===== src/rtl/wdrs_pkg.sv =====
package wdrs_pkg;
  localparam int MODE_W   = 3;
  localparam int DLY_W    = 3;
  localparam int DLY_BASE = 8;
  localparam int CNT_W    = DLY_BASE + (1 << DLY_W) - 1;

  localparam int MODE_LSB = 0;
  localparam int DLY_LSB  = 4;
  localparam int LOCK_BIT = 8;
  localparam int STAT_BIT = 12;
  localparam int CLR_BIT  = 16;

  localparam logic [MODE_W-1:0] MODE_OFF = 3'b000;
  localparam logic [MODE_W-1:0] MODE_RST = 3'b001;
  localparam logic [MODE_W-1:0] MODE_NMI = 3'b010;
  localparam logic [MODE_W-1:0] MODE_SEQ = 3'b100;
  localparam logic [DLY_W-1:0]  DLY_RST  = 3'b100;

  typedef enum logic [1:0] {ST_IDLE, ST_WAIT, ST_HOLD} seq_state_e;

  typedef struct packed {
    logic [MODE_W-1:0] mode;
    logic [DLY_W-1:0]  dly;
    logic              lock;
  } ctrl_t;
endpackage


===== src/rtl/wdrs_regs.sv =====
module wdrs_regs
  import wdrs_pkg::*;
(
  input  logic        clk_i,
  input  logic        rst_ni,
  input  logic        we_i,
  input  logic [31:0] wdata_i,
  input  logic        evt_i,
  output ctrl_t       ctrl_o,
  output logic        status_o,
  output logic        clr_o,
  output logic [31:0] rdata_o
);
  ctrl_t ctrl_q;
  logic  status_q;

  assign clr_o = we_i & wdata_i[CLR_BIT];

  always_ff @(posedge clk_i or negedge rst_ni) begin
    if (!rst_ni) begin
      ctrl_q.mode <= MODE_OFF;
      ctrl_q.dly  <= DLY_RST;
      ctrl_q.lock <= 1'b0;
      status_q    <= 1'b0;
    end else begin
      if (we_i && !ctrl_q.lock) begin
        ctrl_q.mode <= wdata_i[MODE_LSB +: MODE_W];
        ctrl_q.dly  <= wdata_i[DLY_LSB +: DLY_W];
        ctrl_q.lock <= wdata_i[LOCK_BIT];
      end
      // an event in the same cycle as a clear wins
      status_q <= evt_i | (status_q & ~clr_o);
    end
  end

  always_comb begin
    rdata_o                       = '0;
    rdata_o[MODE_LSB +: MODE_W]   = ctrl_q.mode;
    rdata_o[DLY_LSB +: DLY_W]     = ctrl_q.dly;
    rdata_o[LOCK_BIT]             = ctrl_q.lock;
    rdata_o[STAT_BIT]             = status_q;
  end

  assign ctrl_o   = ctrl_q;
  assign status_o = status_q;
endmodule


===== src/rtl/wdrs_dly_cnt.sv =====
module wdrs_dly_cnt #(
  parameter int DLY_W    = 3,
  parameter int DLY_BASE = 8,
  localparam int CNT_W   = DLY_BASE + (1 << DLY_W) - 1
) (
  input  logic             clk_i,
  input  logic             rst_ni,
  input  logic             load_i,
  input  logic             abort_i,
  input  logic [DLY_W-1:0] code_i,
  output logic             done_o
);
  logic [CNT_W-1:0] cnt_q;
  logic             run_q;
  logic [CNT_W:0]   span;
  logic [CNT_W-1:0] load_val;

  // 2^(base+code) cycles: count from span-1 down to 0
  always_comb begin
    span     = (CNT_W+1)'(1) << (DLY_BASE + int'(code_i));
    load_val = span[CNT_W-1:0] - CNT_W'(1);
  end

  always_ff @(posedge clk_i or negedge rst_ni) begin
    if (!rst_ni) begin
      cnt_q <= '0;
      run_q <= 1'b0;
    end else if (abort_i) begin
      cnt_q <= '0;
      run_q <= 1'b0;
    end else if (load_i) begin
      cnt_q <= load_val;
      run_q <= 1'b1;
    end else if (run_q) begin
      if (cnt_q == '0) run_q <= 1'b0;
      else             cnt_q <= cnt_q - CNT_W'(1);
    end
  end

  assign done_o = run_q && (cnt_q == '0);
endmodule


===== src/rtl/wdrs_seq.sv =====
module wdrs_seq
  import wdrs_pkg::*;
(
  input  logic              clk_i,
  input  logic              rst_ni,
  input  logic              evt_i,
  input  logic              status_i,
  input  logic              clr_i,
  input  logic [MODE_W-1:0] mode_i,
  input  logic              done_i,
  output logic              load_o,
  output logic              abort_o,
  output logic              nmi_o,
  output logic              lrst_o
);
  seq_state_e st_q;
  logic       nmi_q, lrst_q, start;

  assign start   = (st_q == ST_IDLE) && evt_i && !status_i && !clr_i;
  assign load_o  = start && (mode_i == MODE_SEQ);
  assign abort_o = clr_i;

  always_ff @(posedge clk_i or negedge rst_ni) begin
    if (!rst_ni) begin
      st_q   <= ST_IDLE;
      nmi_q  <= 1'b0;
      lrst_q <= 1'b0;
    end else if (clr_i) begin
      st_q   <= ST_IDLE;
      nmi_q  <= 1'b0;
      lrst_q <= 1'b0;
    end else begin
      unique case (st_q)
        ST_IDLE: if (start) begin
          unique case (mode_i)
            MODE_SEQ: begin nmi_q  <= 1'b1; st_q <= ST_WAIT; end
            MODE_RST: begin lrst_q <= 1'b1; st_q <= ST_HOLD; end
            MODE_NMI: begin nmi_q  <= 1'b1; st_q <= ST_HOLD; end
            default:  ;
          endcase
        end
        ST_WAIT: if (done_i) begin
          lrst_q <= 1'b1;
          st_q   <= ST_HOLD;
        end
        ST_HOLD: ;
        default: st_q <= ST_IDLE;
      endcase
    end
  end

  assign nmi_o  = nmi_q;
  assign lrst_o = lrst_q;
endmodule


===== src/rtl/wdog_rst_seq.sv =====
module wdog_rst_seq
  import wdrs_pkg::*;
(
  input  logic        clk_i,
  input  logic        rst_ni,
  input  logic        reg_we_i,
  input  logic [31:0] reg_wdata_i,
  output logic [31:0] reg_rdata_o,
  input  logic        wd_evt_i,
  output logic        nmi_o,
  output logic        lrst_o
);
  ctrl_t ctrl;
  logic  status, clr, load, abort, done;

  wdrs_regs u_regs (
    .clk_i    (clk_i),
    .rst_ni   (rst_ni),
    .we_i     (reg_we_i),
    .wdata_i  (reg_wdata_i),
    .evt_i    (wd_evt_i),
    .ctrl_o   (ctrl),
    .status_o (status),
    .clr_o    (clr),
    .rdata_o  (reg_rdata_o)
  );

  wdrs_seq u_seq (
    .clk_i    (clk_i),
    .rst_ni   (rst_ni),
    .evt_i    (wd_evt_i),
    .status_i (status),
    .clr_i    (clr),
    .mode_i   (ctrl.mode),
    .done_i   (done),
    .load_o   (load),
    .abort_o  (abort),
    .nmi_o    (nmi_o),
    .lrst_o   (lrst_o)
  );

  wdrs_dly_cnt #(.DLY_W(DLY_W), .DLY_BASE(DLY_BASE)) u_cnt (
    .clk_i   (clk_i),
    .rst_ni  (rst_ni),
    .load_i  (load),
    .abort_i (abort),
    .code_i  (ctrl.dly),
    .done_o  (done)
  );
endmodule


===== config.mk =====
export PLATFORM = sky130hd
export DESIGN_NAME = wdog_rst_seq
export DESIGN_NICKNAME = d
export VERILOG_FILES = /design/src/rtl/wdrs_pkg.sv /design/src/rtl/wdrs_regs.sv /design/src/rtl/wdrs_dly_cnt.sv /design/src/rtl/wdrs_seq.sv /design/src/rtl/wdog_rst_seq.sv
export SDC_FILE = /design/constraint.sdc
export NUM_CORES = 1
export LEC_CHECK = 0
export CAP_MARGIN = 15
export CORE_MARGIN = 2
export CORE_UTILIZATION = 44
export DETAILED_ROUTE_END_ITERATION = 6
export GPL_ROUTABILITY_DRIVEN = 0
export HOLD_SLACK_MARGIN = 0.03
export PLACE_DENSITY = 0.84
export SLEW_MARGIN = 20
export SYNTH_ARGS = -nofsm -noshare
export SYNTH_HDL_FRONTEND = slang
export SYNTH_SLANG_ARGS = --single-unit
export TNS_END_PERCENT = 1

===== constraint.sdc =====
create_clock -name clk_i -period 4 [get_ports clk_i]
set_input_delay 0.8 -clock clk_i [delete_from_list [all_inputs] [get_ports clk_i]]
set_output_delay 0.8 -clock clk_i [all_outputs]
set_load 0.05 [all_outputs]

Yosys cells after proc, flatten, opt, wreduce, memory -nomap -nowiden

Cells that the tools add are included.

Bitwise operators: 4
Shift operators: 1
Reduce and logical (&&, ||, !) cells: 22
Equality and inequality tests: 11
Multiplexer cells: 22
$add $sub $neg: 3

Operators by type and width:

| kind                  | count |
|---|---|
| $mux 15               | 4 |
| $shl 1x32->15 const A | 1 |
| $sub 15x1->15 const B | 2 |
| $logic_not 15->1      | 1 |
| $mux 1                | 12 |
| $ne 3x3->1 const B    | 3 |
| $reduce_and 4->1      | 2 |
| $logic_and 1x1->1     | 6 |
| $mux 2                | 3 |
| $pmux 2 s3            | 1 |
| $reduce_bool 2->1     | 3 |
| $reduce_bool 3->1     | 2 |
| $add 4x3->5 const A   | 1 |
| $ne 4x4->1 const B    | 1 |
| $pmux 2 s2            | 1 |
| $reduce_or 2->1       | 2 |
| $eq 3x1->1 const B    | 1 |
| $eq 3x2->1 const B    | 1 |
| $eq 3x3->1 const B    | 1 |
| $logic_not 1->1       | 3 |
| $ne 3x2->1 const B    | 1 |
| $reduce_and 3->1      | 1 |
| $and 1x1->1           | 2 |
| $eq 2x1->1 const B    | 1 |
| other kinds (7)       | 7 |

Input port bits: 36
Logic and storage cells: 72
Flip-flop bits (word level): 28

Longest topological paths before layout

Word-level depth: 7
Depth in mapped cells: 12
Depth with buffers taken out: 9

Modules after synthesis

A second synthesis with hierarchy kept.

Cells, all modules: 210
Area total of the unflattened synthesis: 2010.7 um^2

Modules (own cells, without submodules):

| module       | times used | cells each | sequential area each (um^2) | area each (um^2) |
|---|---|---|---|---|
| wdrs_dly_cnt | 1          | 134        | 400.4                       | 1186.1 |
| wdrs_regs    | 1          | 53         | 201.4                       | 584.3 |
| wdrs_seq     | 1          | 23         | 100.1                       | 240.2 |

Worst setup path before layout

OpenSTA, ideal clock, no wires.

Path type: input-to-reg
From: input port wd_evt_i
To: register u_cnt.cnt_q[14]
Arrival: 2.994 ns
Stages: 12
Required time: 3.869 ns
Setup slack: 0.874 ns
Path buffers: 3
Cells stage by stage: nor4b_2 nand3_1 clkbuf_1 clkbuf_1 nand2_1 ha_1 clkbuf_1 nor3b_1 nand4_1 xnor2_1 nor3_1 or3_1

Longest elaborated chain between the ends: 6
Elaborated cells on any way between the ends: 9
Classes of those cells: eq/ne (1); mux (2); reduce/logical (6)

RTL lines:

| what                                                                | RTL line           | source |
|---|---|---|
| start: declaration                                                  | wdog_rst_seq.sv:9  | `input logic wd_evt_i,` |
| $logic_and 1x1->1 (*) (3 in a row)                                  | wdrs_seq.sv:19     | `assign start = (st_q == ST_IDLE) && evt_i && !status_i && !clr_i;` |
| $logic_and 1x1->1 (*)                                               | wdrs_seq.sv:20     | `assign load_o = start && (mode_i == MODE_SEQ);` |
| $ne 3x3->1 (no source line) (tied with other cells)                 | n/a                |  |
| $reduce_and 2->1 (no source line) / $mux 15 (equally long branches) | n/a                |  |
| end signal: assignment                                              | wdrs_dly_cnt.sv:32 | `cnt_q <= load_val;` |
| end signal: assignment                                              | wdrs_dly_cnt.sv:36 | `else cnt_q <= cnt_q - CNT_W'(1);` |
| end: declaration                                                    | wdrs_dly_cnt.sv:13 | `logic [CNT_W-1:0] cnt_q;` |

Mark *: on every way between the ends. The rest lies on a longest branch, timed or not.
A chain may end at the register's enable or synchronous reset.

Final worst setup path

Same ends and word-level chain as after synthesis.

==> run_results.csv <==
group,metric,value,unit
outcome,outcome,"complete, no violations",
cts,cts_tree,"yes",
global_routing,grt_pass1_wl,6.58,mm
synthesis,muxShareOfSynthArea,3.70,%
detailed_routing,wirelength,3.70,mm
floorplanning,die_h,68.4,µm
synthesis,synth_top_flop_cell,"dfrtp_1",
synthesis,ys_ff_latch,28,
synthesis,async_flop_share,100,%
floorplanning,die_w,68.4,µm
global_routing,grt_start_max_net_pins,29,
synthesis,synth_area_leader_cell,"dfrtp_1",
detailed_routing,dr.pass1.iters,4,
layout,fin_area,2090,µm²
critical_path,arrival,3320,ps
synthesis,synthSimpleGateAreaFrac,22.3,%
synthesis,synth.most_common_cell,"dfrtp_1",
synthesis,synth_xor_area_share,6.23,%
global_routing,track_usage,18.7,%
sta,drv_slew,0,
floorplanning,initial_core_util,45.7,%
sta,finalSetupViolCount,0,
synthesis,synth_area_leaders,"dfrtp_1 37%, buf_4 10%, mux2_2 3.7%, a21oi_1 3.6%, xor2_1 3.4%",
power_and_ir_drop,p_clk_share,20.6,%
sta,post-route-min-period,3150,ps
power_and_ir_drop,p_comb_share,43.7,%
synthesis,yosysSeqAreaShare,38.4,%
critical_path,criticalPathCategory,"in2reg",
synthesis,ys_warn_count,0,
sta,finClkSkew,3.84,ps
floorplanning,row_count,23,
synthesis,synth_compound_area_share,15.5,%
synthesis,yosysUniqueCellTypes,46,
power_and_ir_drop,power_density,530,nW/µm²
layout,areaGrowthSynthToFinish,14.3,%
floorplanning,design.core.area,4000,µm²
critical_path,endpoint_kind,"flop",
detailed_routing,vias,1475,
power_and_ir_drop,vdd_ir_drop_max,0.337,mV
cts,cts_sinks,28,
power_and_ir_drop,p_switching,0.000473,W
layout,layout-drive-gt1-share,12.8,%
global_routing,grt.overflow.total,0,
placed_design,placed_area,2020,µm²
synthesis,avgSynthCellArea,9.23,µm²
sta,slew_headroom,66.4,%
floorplanning,die-area,4680,µm²
layout,fin_nets,257,
critical_path,crit_required,4170,ps
synthesis,syn_inst,198,
critical_path,crit_path_top_delay_cell,"clkdlybuf4s50_1",
layout,antenna_cells,0,
power_and_ir_drop,seq_power_share,35.7,%
critical_path,crit_buf_inv,2,
cts,htreeDepth,1,
sta,tns,0,ps
synthesis,synth_top_area_share,37.0,%
sta,fin_crit_sh,78.8,%
global_routing,grt_pass1_vias,1383,
placed_design,hpwl,2.58,mm
cts,cts_root_buf,"clkbuf_8",
placed_design,portBuffers,21,
cts,clkLatencyLatePin,280,ps
critical_path,crit_family,"simple AND/OR/NAND/NOR gates",
cts,numCtsBuffers,3,
sta,finalHoldViolCount,0,
synthesis,synth_edf_count,0,
critical_path,critPathMaxStageDelay,490,ps
synthesis,netlist_area,1830,µm²
placed_design,post-place-cells,265,
floorplanning,ioPinCount,70,
power_and_ir_drop,p_leak,0.881,nW
power_and_ir_drop,p_int,0.000633,W
synthesis,synth_fa_ha_area_share,0.685,%
detailed_routing,drt_iter0_markers,59,
detailed_routing,vias_per_cell,5.48,
critical_path,cp_cell_sequence,"clkdlybuf4s50_1, nor4b_2, buf_4, nand3_1, nand2_1, ha_1, nor3b_1, nand4_1, xnor2_1, nor3_1, or3_1",
detailed_routing,detail_route.wl_per_cell,13.7,µm
detailed_routing,remaining_drc_errors,0,
worst_hold_path,hp-class,"reg2reg",
detailed_routing,ant_nets,0,
synthesis,synth_commonest_cells,"27 x dfrtp_1, 25 x buf_4, 13 x a21oi_1, 13 x nor2_1, 11 x nand2_1",
power_and_ir_drop,swShare,42.8,%
critical_path,start_kind,"input pin",
flow_run,max-cap-violations,0,
sta,rsz0062_at_grt,"no",
sta,timing.hold.ws,506,ps
cts,post_cts_buffers,0,
cts,cts_resized,0,
cts,clkTransAtPathRegs,100,ps
synthesis,synth_top_family_by_area,"simple AND/OR/NAND/NOR gates",
cts,hold_buffers,0,
critical_path,path_max_fanout,10,
global_routing,antenna_found_initial,0,
sta,fmax,317,MHz
layout,fin_cells,269,
cts,clock_path_buffers,2,
sta,worst_pin_slew,503,ps
## final timing paths
path | start | endpoint | slack (ps) | cells after the start
max | wd_evt_i | u_cnt.cnt_q[14] | 850 | 11
min | u_regs.ctrl_o[0] | u_regs.ctrl_o[0] | 510 | 1
max reg2reg | u_seq.st_q[1] | u_cnt.cnt_q[14] | 1370 | 10
min reg2reg | u_regs.ctrl_o[0] | u_regs.ctrl_o[0] | 510 | 1
max in group asynchronous | rst_ni | u_regs.ctrl_o[3] | 2810 | 2
min in group asynchronous | rst_ni | u_cnt.cnt_q[3] | 890 | 2
## layout make-up
cell class	instances	area (µm²)
repair buffers	28	263
clock inverters	1	30.0
clock buffers	3	41.3
inverters	4	15.0
fillers	358	1910
multi-input cells	155	975
flip-flops and latches	28	702
well taps	50	62.6
## metrics by stage
| step | total power, W | setup WS (ps) | utilization (%) |
|---|---|---|---|
| 4_1_cts | 0.00111 | 862 | 52.2 |
| 3_5_place_dp | 0.000870 | 605 | 50.4 |
| 5_1_grt | 0.00118 | 609 | 52.2 |
| 2_1_floorplan | 0.000773 | 874 | - |
| 3_3_place_gp | 0.000861 | 608 | 50.4 |
| 6_report | 0.00111 | 849 | 52.2 |
## state kept, by name (all words and copies together), names as in the netlist
name and count:
u_cnt.run_q 1, u_regs.status_o 1, u_seq.nmi_o 1, u_cnt.cnt_q 15, u_seq.lrst_o 1, u_regs.ctrl_o 7
u_seq.st_q 2
## metal layers
metal	wire length (µm)	share of wire, %	vias to the layer above	track usage, %
met2	1870	51	54	31.4
li1	-	-	703	-
met1	1600	43	716	24.7
met5	0	0	-	0
met3	193	5.2	2	2.96
met4	33	0.89	0	5.50
## kinds of logic (layout without fill, tap and decap cells)
family / count (synthesis) / count (layout)
buffers and inverters: 38 / 36
xor gates and xnor gates: 13 / 13
and+or+nand+nor: 68 / 68
DFF: 28 / 28
AOI/OAI and AO/OA: 43 / 43
adders and majority gates: 1 / 1
muxes: 6 / 6
other: 1 / 24
## power groups by stage
stage	clock network [W]	registers, W	logic [W]
floorplan	0	0.000443	0.000330
global placement	0	0.000398	0.000463
detailed placement	0	0.000399	0.000471
CTS	0.000233	0.000395	0.000480
global route	0.000243	0.000405	0.000530
finish	0.000228	0.000395	0.000484
## cells in the final DEF (no fill, tap or decap), drive strengths merged, types with 5 or more instances in the layout
cell type,Yosys,layout
a21oi,13,13
buf,25,7
nor2,13,13
mux2,6,6
nor4,5,5
clkdlybuf4s50,0,21
xnor2,6,6
xor2,7,7
dfrtp,27,27
nand3,5,5
nor3,10,10
conb,1,24
o21ai,8,8
nand2,12,12
Note: power is estimated with default switching activity, not from simulation.
